==> src/rtl/wbcap_pkg.sv <==
package wbcap_pkg;
  localparam int DATA_W = 32;
  localparam int OFS_W  = 5;
  localparam int ADDR_W = 40;
  localparam int HI_W   = ADDR_W - DATA_W;
  localparam int DIM_W  = 16;
  localparam int CNT_W  = DIM_W + 1;

  localparam logic [OFS_W-1:0] OFS_PTR_LO = 5'h00;
  localparam logic [OFS_W-1:0] OFS_PITCH  = 5'h04;
  localparam logic [OFS_W-1:0] OFS_DIM    = 5'h08;
  localparam logic [OFS_W-1:0] OFS_CTRL   = 5'h0C;
  localparam logic [OFS_W-1:0] OFS_PROG   = 5'h10;
  localparam logic [OFS_W-1:0] OFS_PTR_HI = 5'h14;

  localparam int BIT_GO    = 0;
  localparam int BIT_BUSY  = 1;
  localparam int BIT_IRQEN = 2;
  localparam int BIT_STOP  = 14;
  localparam int BIT_PDOWN = 21;

  localparam logic [7:0] ID_MARK = 8'h54;
  localparam logic [1:0] ID_REV  = 2'b01;

  typedef enum logic [1:0] {SEQ_IDLE, SEQ_ISSUE, SEQ_WAIT} seq_state_t;

  typedef struct packed {
    logic [ADDR_W-1:0] base;
    logic [DATA_W-1:0] pitch;
    logic [DIM_W-1:0]  width;
    logic [DIM_W-1:0]  height;
  } frame_cfg_t;
endpackage

==> src/rtl/wbcap_regs.sv <==
module wbcap_regs
  import wbcap_pkg::*;
(
  input  logic              clk,
  input  logic              rst_n,
  input  logic              reg_we,
  input  logic [OFS_W-1:0]  reg_addr,
  input  logic [DATA_W-1:0] reg_wdata,
  output logic [DATA_W-1:0] reg_rdata,
  input  logic              busy_i,
  input  logic              frame_done_i,
  input  logic [CNT_W-1:0]  progress_i,
  output logic              start_o,
  output logic              abort_o,
  output frame_cfg_t        cfg_o,
  output logic              irq_o
);
  localparam logic [DATA_W-1:0] PTR_MASK   = ~DATA_W'(3);
  localparam logic [DATA_W-1:0] PITCH_MASK = ~DATA_W'(15);

  logic [DATA_W-1:0] ptr_lo_q, ptr_lo_d;
  logic [HI_W-1:0]   ptr_hi_q, ptr_hi_d;
  logic [DATA_W-1:0] pitch_q,  pitch_d;
  logic [DATA_W-1:0] dim_q,    dim_d;
  logic              irqen_q,  irqen_d;
  logic              pdown_q,  pdown_d;
  logic              done_q,   done_d;
  logic              wr_ctrl;

  assign wr_ctrl = reg_we && (reg_addr == OFS_CTRL);
  assign abort_o = wr_ctrl && reg_wdata[BIT_STOP];
  assign start_o = wr_ctrl && reg_wdata[BIT_GO] && !reg_wdata[BIT_STOP] &&
                   !busy_i && !pdown_q && !reg_wdata[BIT_PDOWN];

  always_comb begin
    ptr_lo_d = ptr_lo_q;
    ptr_hi_d = ptr_hi_q;
    pitch_d  = pitch_q;
    dim_d    = dim_q;
    irqen_d  = irqen_q;
    pdown_d  = pdown_q;
    done_d   = done_q;
    if (reg_we) begin
      case (reg_addr)
        OFS_PTR_LO: ptr_lo_d = reg_wdata & PTR_MASK;
        OFS_PTR_HI: ptr_hi_d = reg_wdata[HI_W-1:0];
        OFS_PITCH:  pitch_d  = reg_wdata & PITCH_MASK;
        OFS_DIM:    dim_d    = reg_wdata;
        OFS_CTRL: begin
          irqen_d = reg_wdata[BIT_IRQEN];
          pdown_d = reg_wdata[BIT_PDOWN];
        end
        default: ;
      endcase
    end
    if (start_o)
      done_d = 1'b0;
    else if (frame_done_i)
      done_d = 1'b1;
    else if (wr_ctrl && !reg_wdata[BIT_IRQEN])
      done_d = 1'b0;
  end

  always_ff @(posedge clk or negedge rst_n) begin
    if (!rst_n) begin
      ptr_lo_q <= '0;
      ptr_hi_q <= '0;
      pitch_q  <= '0;
      dim_q    <= '0;
      irqen_q  <= 1'b0;
      pdown_q  <= 1'b0;
      done_q   <= 1'b0;
    end else begin
      ptr_lo_q <= ptr_lo_d;
      ptr_hi_q <= ptr_hi_d;
      pitch_q  <= pitch_d;
      dim_q    <= dim_d;
      irqen_q  <= irqen_d;
      pdown_q  <= pdown_d;
      done_q   <= done_d;
    end
  end

  assign cfg_o.base   = {ptr_hi_q, ptr_lo_q};
  assign cfg_o.pitch  = pitch_q;
  assign cfg_o.width  = dim_q[DIM_W-1:0];
  assign cfg_o.height = dim_q[2*DIM_W-1:DIM_W];
  assign irq_o        = done_q && irqen_q;

  always_comb begin
    reg_rdata = '0;
    case (reg_addr)
      OFS_PTR_LO: reg_rdata = ptr_lo_q;
      OFS_PTR_HI: reg_rdata = DATA_W'(ptr_hi_q);
      OFS_PITCH:  reg_rdata = pitch_q;
      OFS_DIM:    reg_rdata = dim_q;
      OFS_PROG:   reg_rdata = DATA_W'(progress_i);
      OFS_CTRL: begin
        reg_rdata[31:24]     = ID_MARK;
        reg_rdata[23:22]     = ID_REV;
        reg_rdata[BIT_PDOWN] = pdown_q;
        reg_rdata[BIT_IRQEN] = irqen_q;
        reg_rdata[BIT_BUSY]  = busy_i;
      end
      default: reg_rdata = '0;
    endcase
  end


  irq_idle_chk: assert property (@(posedge clk) disable iff (!rst_n)
    irq_o |-> !busy_i);


  pdown_block_chk: assert property (@(posedge clk) disable iff (!rst_n)
    (pdown_q && !busy_i) |=> !busy_i);
endmodule

==> src/rtl/wbcap_seq.sv <==
module wbcap_seq
  import wbcap_pkg::*;
#(
  parameter bit DIM_MINUS_ONE = 1'b1
) (
  input  logic              clk,
  input  logic              rst_n,
  input  logic              start_i,
  input  logic              abort_i,
  input  frame_cfg_t        cfg_i,
  input  logic              line_ready_i,
  input  logic              line_done_i,
  output logic              busy_o,
  output logic              frame_done_o,
  output logic [CNT_W-1:0]  progress_o,
  output logic              line_valid_o,
  output logic [ADDR_W-1:0] line_addr_o,
  output logic [CNT_W-1:0]  line_width_o
);
  seq_state_t        state_q, state_d;
  logic [ADDR_W-1:0] addr_q,  addr_d;
  logic [DATA_W-1:0] pitch_q, pitch_d;
  logic [CNT_W-1:0]  total_q, total_d;
  logic [CNT_W-1:0]  width_q, width_d;
  logic [CNT_W-1:0]  prog_q,  prog_d;
  logic [CNT_W-1:0]  prog_inc;
  logic              done_evt;

  function automatic logic [CNT_W-1:0] eff_size(input logic [DIM_W-1:0] v);
    if (DIM_MINUS_ONE)
      return CNT_W'(v) + CNT_W'(1);
    else
      return (v == '0) ? CNT_W'(1) : CNT_W'(v);
  endfunction

  assign prog_inc = prog_q + CNT_W'(1);

  always_comb begin
    state_d  = state_q;
    addr_d   = addr_q;
    pitch_d  = pitch_q;
    total_d  = total_q;
    width_d  = width_q;
    prog_d   = prog_q;
    done_evt = 1'b0;
    case (state_q)
      SEQ_IDLE: if (start_i) begin
        state_d = SEQ_ISSUE;
        addr_d  = cfg_i.base;
        pitch_d = cfg_i.pitch;
        total_d = eff_size(cfg_i.height);
        width_d = eff_size(cfg_i.width);
        prog_d  = '0;
      end
      SEQ_ISSUE: if (line_ready_i) begin
        addr_d  = addr_q + ADDR_W'(pitch_q);
        state_d = SEQ_WAIT;
      end
      SEQ_WAIT: if (line_done_i) begin
        prog_d = prog_inc;
        if (prog_inc == total_q) begin
          state_d  = SEQ_IDLE;
          done_evt = 1'b1;
        end else begin
          state_d = SEQ_ISSUE;
        end
      end
      default: state_d = SEQ_IDLE;
    endcase
    if (abort_i && (state_q != SEQ_IDLE)) begin
      state_d  = SEQ_IDLE;
      addr_d   = addr_q;
      prog_d   = prog_q;
      done_evt = 1'b0;
    end
  end

  always_ff @(posedge clk or negedge rst_n) begin
    if (!rst_n) begin
      state_q <= SEQ_IDLE;
      addr_q  <= '0;
      pitch_q <= '0;
      total_q <= '0;
      width_q <= '0;
      prog_q  <= '0;
    end else begin
      state_q <= state_d;
      addr_q  <= addr_d;
      pitch_q <= pitch_d;
      total_q <= total_d;
      width_q <= width_d;
      prog_q  <= prog_d;
    end
  end

  assign busy_o       = (state_q != SEQ_IDLE);
  assign line_valid_o = (state_q == SEQ_ISSUE);
  assign line_addr_o  = addr_q;
  assign line_width_o = width_q;
  assign progress_o   = prog_q;
  assign frame_done_o = done_evt;


  start_idle_chk: assert property (@(posedge clk) disable iff (!rst_n)
    start_i |-> (state_q == SEQ_IDLE));


  abort_halt_chk: assert property (@(posedge clk) disable iff (!rst_n)
    (abort_i && busy_o) |=> (!busy_o && !line_valid_o));


  addr_step_chk: assert property (@(posedge clk) disable iff (!rst_n)
    (line_valid_o && line_ready_i && !abort_i) |=>
      (line_addr_o == $past(line_addr_o) + ADDR_W'($past(pitch_q))));


  progress_bound_chk: assert property (@(posedge clk) disable iff (!rst_n)
    busy_o |-> (prog_q < total_q));


  progress_hold_chk: assert property (@(posedge clk) disable iff (!rst_n)
    ((state_q != SEQ_WAIT) && !start_i) |=> $stable(prog_q));
endmodule

==> src/rtl/wbcap_ctrl.sv <==
module wbcap_ctrl
  import wbcap_pkg::*;
#(
  parameter bit DIM_MINUS_ONE = 1'b1
) (
  input  logic              clk,
  input  logic              rst_n,
  input  logic              reg_we,
  input  logic [OFS_W-1:0]  reg_addr,
  input  logic [DATA_W-1:0] reg_wdata,
  output logic [DATA_W-1:0] reg_rdata,
  output logic              irq,
  output logic              line_valid,
  input  logic              line_ready,
  output logic [ADDR_W-1:0] line_addr,
  output logic [CNT_W-1:0]  line_width,
  input  logic              line_done
);
  logic [1:0]       rst_sync_q;
  logic             rst_n_int;
  logic             start_w, abort_w, busy_w, done_w;
  logic [CNT_W-1:0] prog_w;
  frame_cfg_t       cfg_w;

  always_ff @(posedge clk or negedge rst_n) begin
    if (!rst_n) rst_sync_q <= 2'b00;
    else        rst_sync_q <= {rst_sync_q[0], 1'b1};
  end
  assign rst_n_int = rst_sync_q[1];

  wbcap_regs regs_i (
    .clk          (clk),
    .rst_n        (rst_n_int),
    .reg_we       (reg_we),
    .reg_addr     (reg_addr),
    .reg_wdata    (reg_wdata),
    .reg_rdata    (reg_rdata),
    .busy_i       (busy_w),
    .frame_done_i (done_w),
    .progress_i   (prog_w),
    .start_o      (start_w),
    .abort_o      (abort_w),
    .cfg_o        (cfg_w),
    .irq_o        (irq)
  );

  wbcap_seq #(.DIM_MINUS_ONE(DIM_MINUS_ONE)) seq_i (
    .clk          (clk),
    .rst_n        (rst_n_int),
    .start_i      (start_w),
    .abort_i      (abort_w),
    .cfg_i        (cfg_w),
    .line_ready_i (line_ready),
    .line_done_i  (line_done),
    .busy_o       (busy_w),
    .frame_done_o (done_w),
    .progress_o   (prog_w),
    .line_valid_o (line_valid),
    .line_addr_o  (line_addr),
    .line_width_o (line_width)
  );
endmodule

==> config.mk <==
export PLATFORM = sky130hd
export DESIGN_NAME = wbcap_ctrl
export DESIGN_NICKNAME = d
export VERILOG_FILES = /design/src/rtl/wbcap_pkg.sv /design/src/rtl/wbcap_regs.sv /design/src/rtl/wbcap_seq.sv /design/src/rtl/wbcap_ctrl.sv
export SDC_FILE = /design/constraint.sdc
export NUM_CORES = 1
export LEC_CHECK = 0
export ABC_AREA = 1
export BUFFER_PORTS_ARGS = -buffer_cell sky130_fd_sc_hd__buf_2
export CAP_MARGIN = 10
export CORE_ASPECT_RATIO = 1.4
export CORE_UTILIZATION = 45
export DETAILED_ROUTE_END_ITERATION = 8
export HOLD_SLACK_MARGIN = 0.02
export SYNTH_ARGS = -nofsm -noshare
export SYNTH_HDL_FRONTEND = slang
export SYNTH_SLANG_ARGS = --single-unit
==> constraint.sdc <==
create_clock -name clk -period 7.79 [get_ports clk]
set_input_delay 1.1685 -clock clk [delete_from_list [all_inputs] [get_ports clk]]
set_output_delay 1.1685 -clock clk [all_outputs]
set_load 0.05 [all_outputs]
=== Word level (Yosys, flattened, before mapping) ===
Index checks and enable logic that the tools add are counted.

* Bits of input ports: 42
* Register bits after elaboration: 224
* Output and inout bits: 91

* Add/subtract/negate cells: 4
* Eq/ne operators: 14
* Bitwise operators: 1
* Muxes and demuxes: 23
* Reductions and logical operators: 30

{| class="wikitable"
|+ Operators with widths
! cell !! count
|-
| one-hot mux 18 bit (5 select lines) || 1
|-
| 2-to-1 mux 40 bit || 2
|-
| one-hot mux 40 bit (2 select lines) || 1
|-
| one-hot mux 11 bit (4 select lines) || 1
|-
| adder 40 x 32 -> 40 bit || 1
|-
| adder 16 x 1 -> 17 bit, second input constant || 2
|-
| 2-to-1 mux 17 bit || 2
|-
| one-hot mux 17 bit (2 select lines) || 1
|-
| adder 17 x 1 -> 17 bit, second input constant || 1
|-
| == test 17 bit || 1
|-
| AND reduction 2 bit || 6
|-
| == test 5 x 4 -> 1 bit, second input constant || 2
|-
| == test 5 bit, second input constant || 2
|-
| logical AND 1 bit || 10
|-
| one-hot mux 2 bit (5 select lines) || 1
|-
| 2-to-1 mux 1 bit || 8
|-
| 2-to-1 mux 2 bit || 4
|-
| AND reduction 4 bit || 2
|-
| inequality test 3 x 1 -> 1 bit, second input constant || 2
|-
| one-hot mux 2 bit (3 select lines) || 1
|-
| nonzero test 2 bit || 3
|-
| == test 5 x 3 -> 1 bit, second input constant || 1
|-
| zero test 1 bit || 5
|-
| zero test 5 bit || 1
|-
| other kinds (10) || 11
|}

=== Longest topological paths before layout ===
* Word-level depth: 10
* Depth in mapped cells: 17
* Mapped depth without buffers: 17

=== Hierarchy ===
From an unflattened synthesis, not the netlist that was laid out.

* Cell total of the unflattened synthesis: 1838
* Area total of the unflattened synthesis: 13305.3 um2

{| class="wikitable"
|+ By module, submodules not included
! module !! area an instance (um2) !! times used !! seq. area each (um2) !! cells each
|-
| wbcap_seq || 8594.5 || 1 || 3128.0 || 1262
|-
| wbcap_regs || 4657.0 || 1 || 2527.4 || 573
|-
| wbcap_ctrl || 53.8 || 1 || 50.0 || 3
|}

=== Worst setup path after synthesis ===
Ideal clock, no wire load.

* Path type: input-to-output
* From: in reg_addr[4]
* To: out reg_rdata[21]
* Required time: 6.622 ns
* Arrival: 3.240 ns
* Cell stages on the path: 5
* Setup slack: 3.381 ns
* Path through: buf_2 nor4_1 inv_1 clkbuf_1 o21ai_0

* Word-level cells in the longest chain between the ends: 2

{| class="wikitable"
|+ Ends and longest elaborated chain
! what !! RTL line !! source
|-
| start, declared || wbcap_ctrl.sv:9 || <nowiki>input logic [OFS_W-1:0] reg_addr,</nowiki>
|-
| == test 5 x 4 -> 1 bit (tied with other cells) || wbcap_regs.sv:92 || <nowiki>case (reg_addr)</nowiki>
|-
| one-hot mux 11 bit (4 select lines) (*) || wbcap_regs.sv:92 ||
|-
| end, declared || wbcap_ctrl.sv:11 || <nowiki>output logic [DATA_W-1:0] reg_rdata,</nowiki>
|}

Mark *: on every way between the ends. The rest lies on a longest branch, timed or not.

=== Worst setup path in the final report ===
* From: in reg_addr[1]
* To: out reg_rdata[16]

* Word-level cells in the longest chain between the ends: 2

{| class="wikitable"
|+ Ends and longest elaborated chain
! what !! RTL line
|-
| == test 5 bit (tied with other cells) || wbcap_regs.sv:92
|-
| one-hot mux 18 bit (5 select lines) (*) || wbcap_regs.sv:92
|}

Marks and branches as above.

==> key figures <==
Synth
  • Post-synth cell types: 44
  • Mapped Area: 12600 µm²
  • Synth Register Bits: 222
  • Post-synth top flop: dfrtp_1
  • Post-synthesis sequential area ratio: 0.440
  • Top cell type by total area after synthesis: dfrtp_1
  • Post-synth ARST share: 1.00
  • Yosys warnings: 0
  • Top post-synthesis cells by area: dfrtp_1, nand2_1, o21ai_0
  • Synth top area share: 0.440
  • EDFF count, synth: 0
  • Avg Inst Size Synth: 7.57 µm²
  • Syn Inst Count: 1668

Clock tree
  • H-tree levels: 1
  • CTS Hold Bufs: 0
  • # resized after CTS: 0
  • Clk pin slew, worst setup/hold paths: 0.06 ns
  • Insertion delay to the later sink of the worst-skew pair: 0.53 ns
  • Clock tree buffer depth: 3
  • Post-CTS Setup Bufs: 0
  • Num Clock Sinks: 222
  • CTS Buf Count: 24
  • CTS root buffer: clkbuf_16
  • TritonCTS clock tree: yes

Placed design
  • Routability congestion estimate: 0.925
  • Post-DP HPWL: 31.1 mm
  • Placed insts: 2123
  • # port buffers: 130

Final layout
  • Filler cell count: 2813
  • Multi-input logic area: 5920 µm²
  • Layout cells sized above 1: 0.109
  • Total Nets Final: 1853
  • Post-Layout Cell Count: 2165
  • Layout area overhead: 14.0%
  • Diode count: 0
  • Commonest non-fill, non-tap cell in the layout: nand2_1
  • Sequential cell area: 5560 µm²
  • Most frequent cells in the layout: nand2_1, inv_1, dfrtp_1

Global routing
  • First-pass GRT wire length: 62.5 mm
  • GRT Overall Usage: 0.287
  • Vias in the first global route: 11300
  • GR Overflow Total: 0
  • Initial antenna violation count: 0
  • Largest net degree at the start of global routing: 70

Drt
  • Vias: 11600
  • # DRC: 0
  • First-pass detailed-route iteration total: 6
  • Initial DRC count: 706
  • Average routed wire per standard cell: 18.6 µm
  • DR vias/cell: 5.38
  • ANT nets after route: 0
  • WL final: 40.3 mm

Status
  • Outcome: complete, no violations

STA
  • Slew headroom: 0.303
  • Setup TNS: 0 ns
  • Slew Viols, Final: 0
  • Hold Vio Cnt, Final: 0
  • Final period demand of the worst path: 4.34 ns
  • Clock Skew: 0.0144 ns
  • Worst-Margin Slew: 1.04 ns
  • Final setup viols: 0
  • Fmax: 231 MHz
  • Unrepaired setup endpoints after global routing: false
  • Period utilisation layout: 0.557

Worst setup path
  • Crit path DAT: 3.17 ns
  • WP buf/inv: 5
  • Reg2reg path depth: 9
  • FF-to-FF End: seq_i.progress_o[4]$_DFFE_PN0P_
  • FF-to-FF Start: seq_i.state_q[0]$_DFFE_PN0P_
  • CP top delay family: buffers and inverters
  • CP max stage delay: 0.40 ns
  • CP required: 6.62 ns
  • Crit Path Class: in -> out
  • Setup crit start kind: input pin
  • Slowest-stage cell, CP: inv_1
  • Worst setup startpoint: reg_addr[1]
  • Crit end category: output port
  • Crit-path cells: buf_2, nor2_2, inv_1, nor4_2, buf_4, inv_1, o22ai_1, a221o_1, buf_2
  • CP Max Fanout: 20
  • Reg2reg setup slack: 4.80 ns

Floorplanning
  • Full die area: 28800 µm²
  • Die height: 200 µm
  • IO Count: 133
  • Die span in x: 144 µm
  • Initial Utilization: 0.458
  • CORE AREA: 27600 µm²
  • Rows: 72

Power and ir drop
  • Leakage: 0.00771 µW
  • PwrDens: 282 nW/µm²
  • Peak supply drop: 0.182 mV

Job
  • Max cap viols: 0

Min path
  • Worst Hold Class: reg -> async
==> how the worst max path moves through the flow <==
stage                             endpoint  slack, ns  cells past startpoint
2_1_floorplan  regs_i.dim_q[0]$_DFFE_PN0P_       1.15                      0
3_3_place_gp                  reg_rdata[7]       3.47                     10
3_5_place_dp                 reg_rdata[12]       3.48                     10
4_1_cts                      reg_rdata[12]       3.47                     10
5_1_grt                       reg_rdata[1]       3.34                     10
6_report                     reg_rdata[16]       3.45                      9
==> where the power goes <==
part | switching (µW) | internal, µW
clock network | 470 | 693
registers | 239 | 1350
logic | 955 | 359
==> cell families after synthesis <==
family | count (synthesis) | share of synthesized area
and+or+nand+nor | 681 | 0.220
AOI/OAI and AO/OA | 343 | 0.150
buffers and inverters | 305 | 0.0935
DFF | 222 | 0.440
xor gates and xnor gates | 44 | 0.0327
muxes | 39 | 0.0309
adders and majority gates | 32 | 0.0323
other | 2 | 0.000595
==> cell usage after synthesis (8+ instances only) <==
master    count
buf_2        11
nor2_1      120
mux2i_1      39
nand3_1      77
o22ai_1      23
xor2_1       38
a221oi_1      8
nand4_1      16
inv_1       243
o211ai_1     13
a21oi_1      89
dfrtp_1     222
ha_1         31
nand2_1     430
o21ai_0     185
o221ai_1      8
clkbuf_1     41
nor3_1       19
==> registers in the layout, summed over array words and instances, names as in the netlist <==
register	count
seq_i.line_addr_o	38
rst_sync_q	2
regs_i.irqen_q	1
regs_i.pdown_q	1
regs_i.done_q	1
regs_i.ptr_lo_q	30
seq_i.pitch_q	28
regs_i.ptr_hi_q	8
seq_i.total_q	17
seq_i.state_q	2
regs_i.dim_q	32
seq_i.line_width_o	17
regs_i.pitch_q	28
seq_i.progress_o	17
==> layout make-up <==
| type | instances | share of cell area |
|---|---|---|
| timing repair buffer | 141 | 0.0509 |
| clock inverter | 5 | 0.00573 |
| tap | 370 | 0.0321 |
| clock buffer | 37 | 0.0493 |
| inverter | 248 | 0.0646 |
| multi-input combinational | 1142 | 0.411 |
| sequential | 222 | 0.386 |
==> stage by stage <==
step | total power [µW] | hold WS, ns | util | cell area [µm²] | worst slack, ns
after floorplan | 2530 | 0.331 | - | 12600 | 1.15
after global placement | 2900 | 0.266 | 0.494 | 13600 | 3.47
after detailed placement | 2910 | 0.274 | 0.494 | 13600 | 3.48
after CTS | 4080 | 0.277 | 0.523 | 14400 | 3.47
after global routing | 4290 | 0.298 | 0.523 | 14400 | 3.34
final | 4070 | 0.263 | 0.523 | 14400 | 3.45
==> layer usage <==
| layer | wire (µm) | global-route usage |
|---|---|---|
| met3 | 2160 | 0.0320 |
| met2 | 19900 | 0.488 |
| met1 | 16800 | 0.371 |
| met4 | 1420 | 0.111 |
| met5 | 0 | 0 |
No activity file was read; power rests on OpenSTA's default activity.
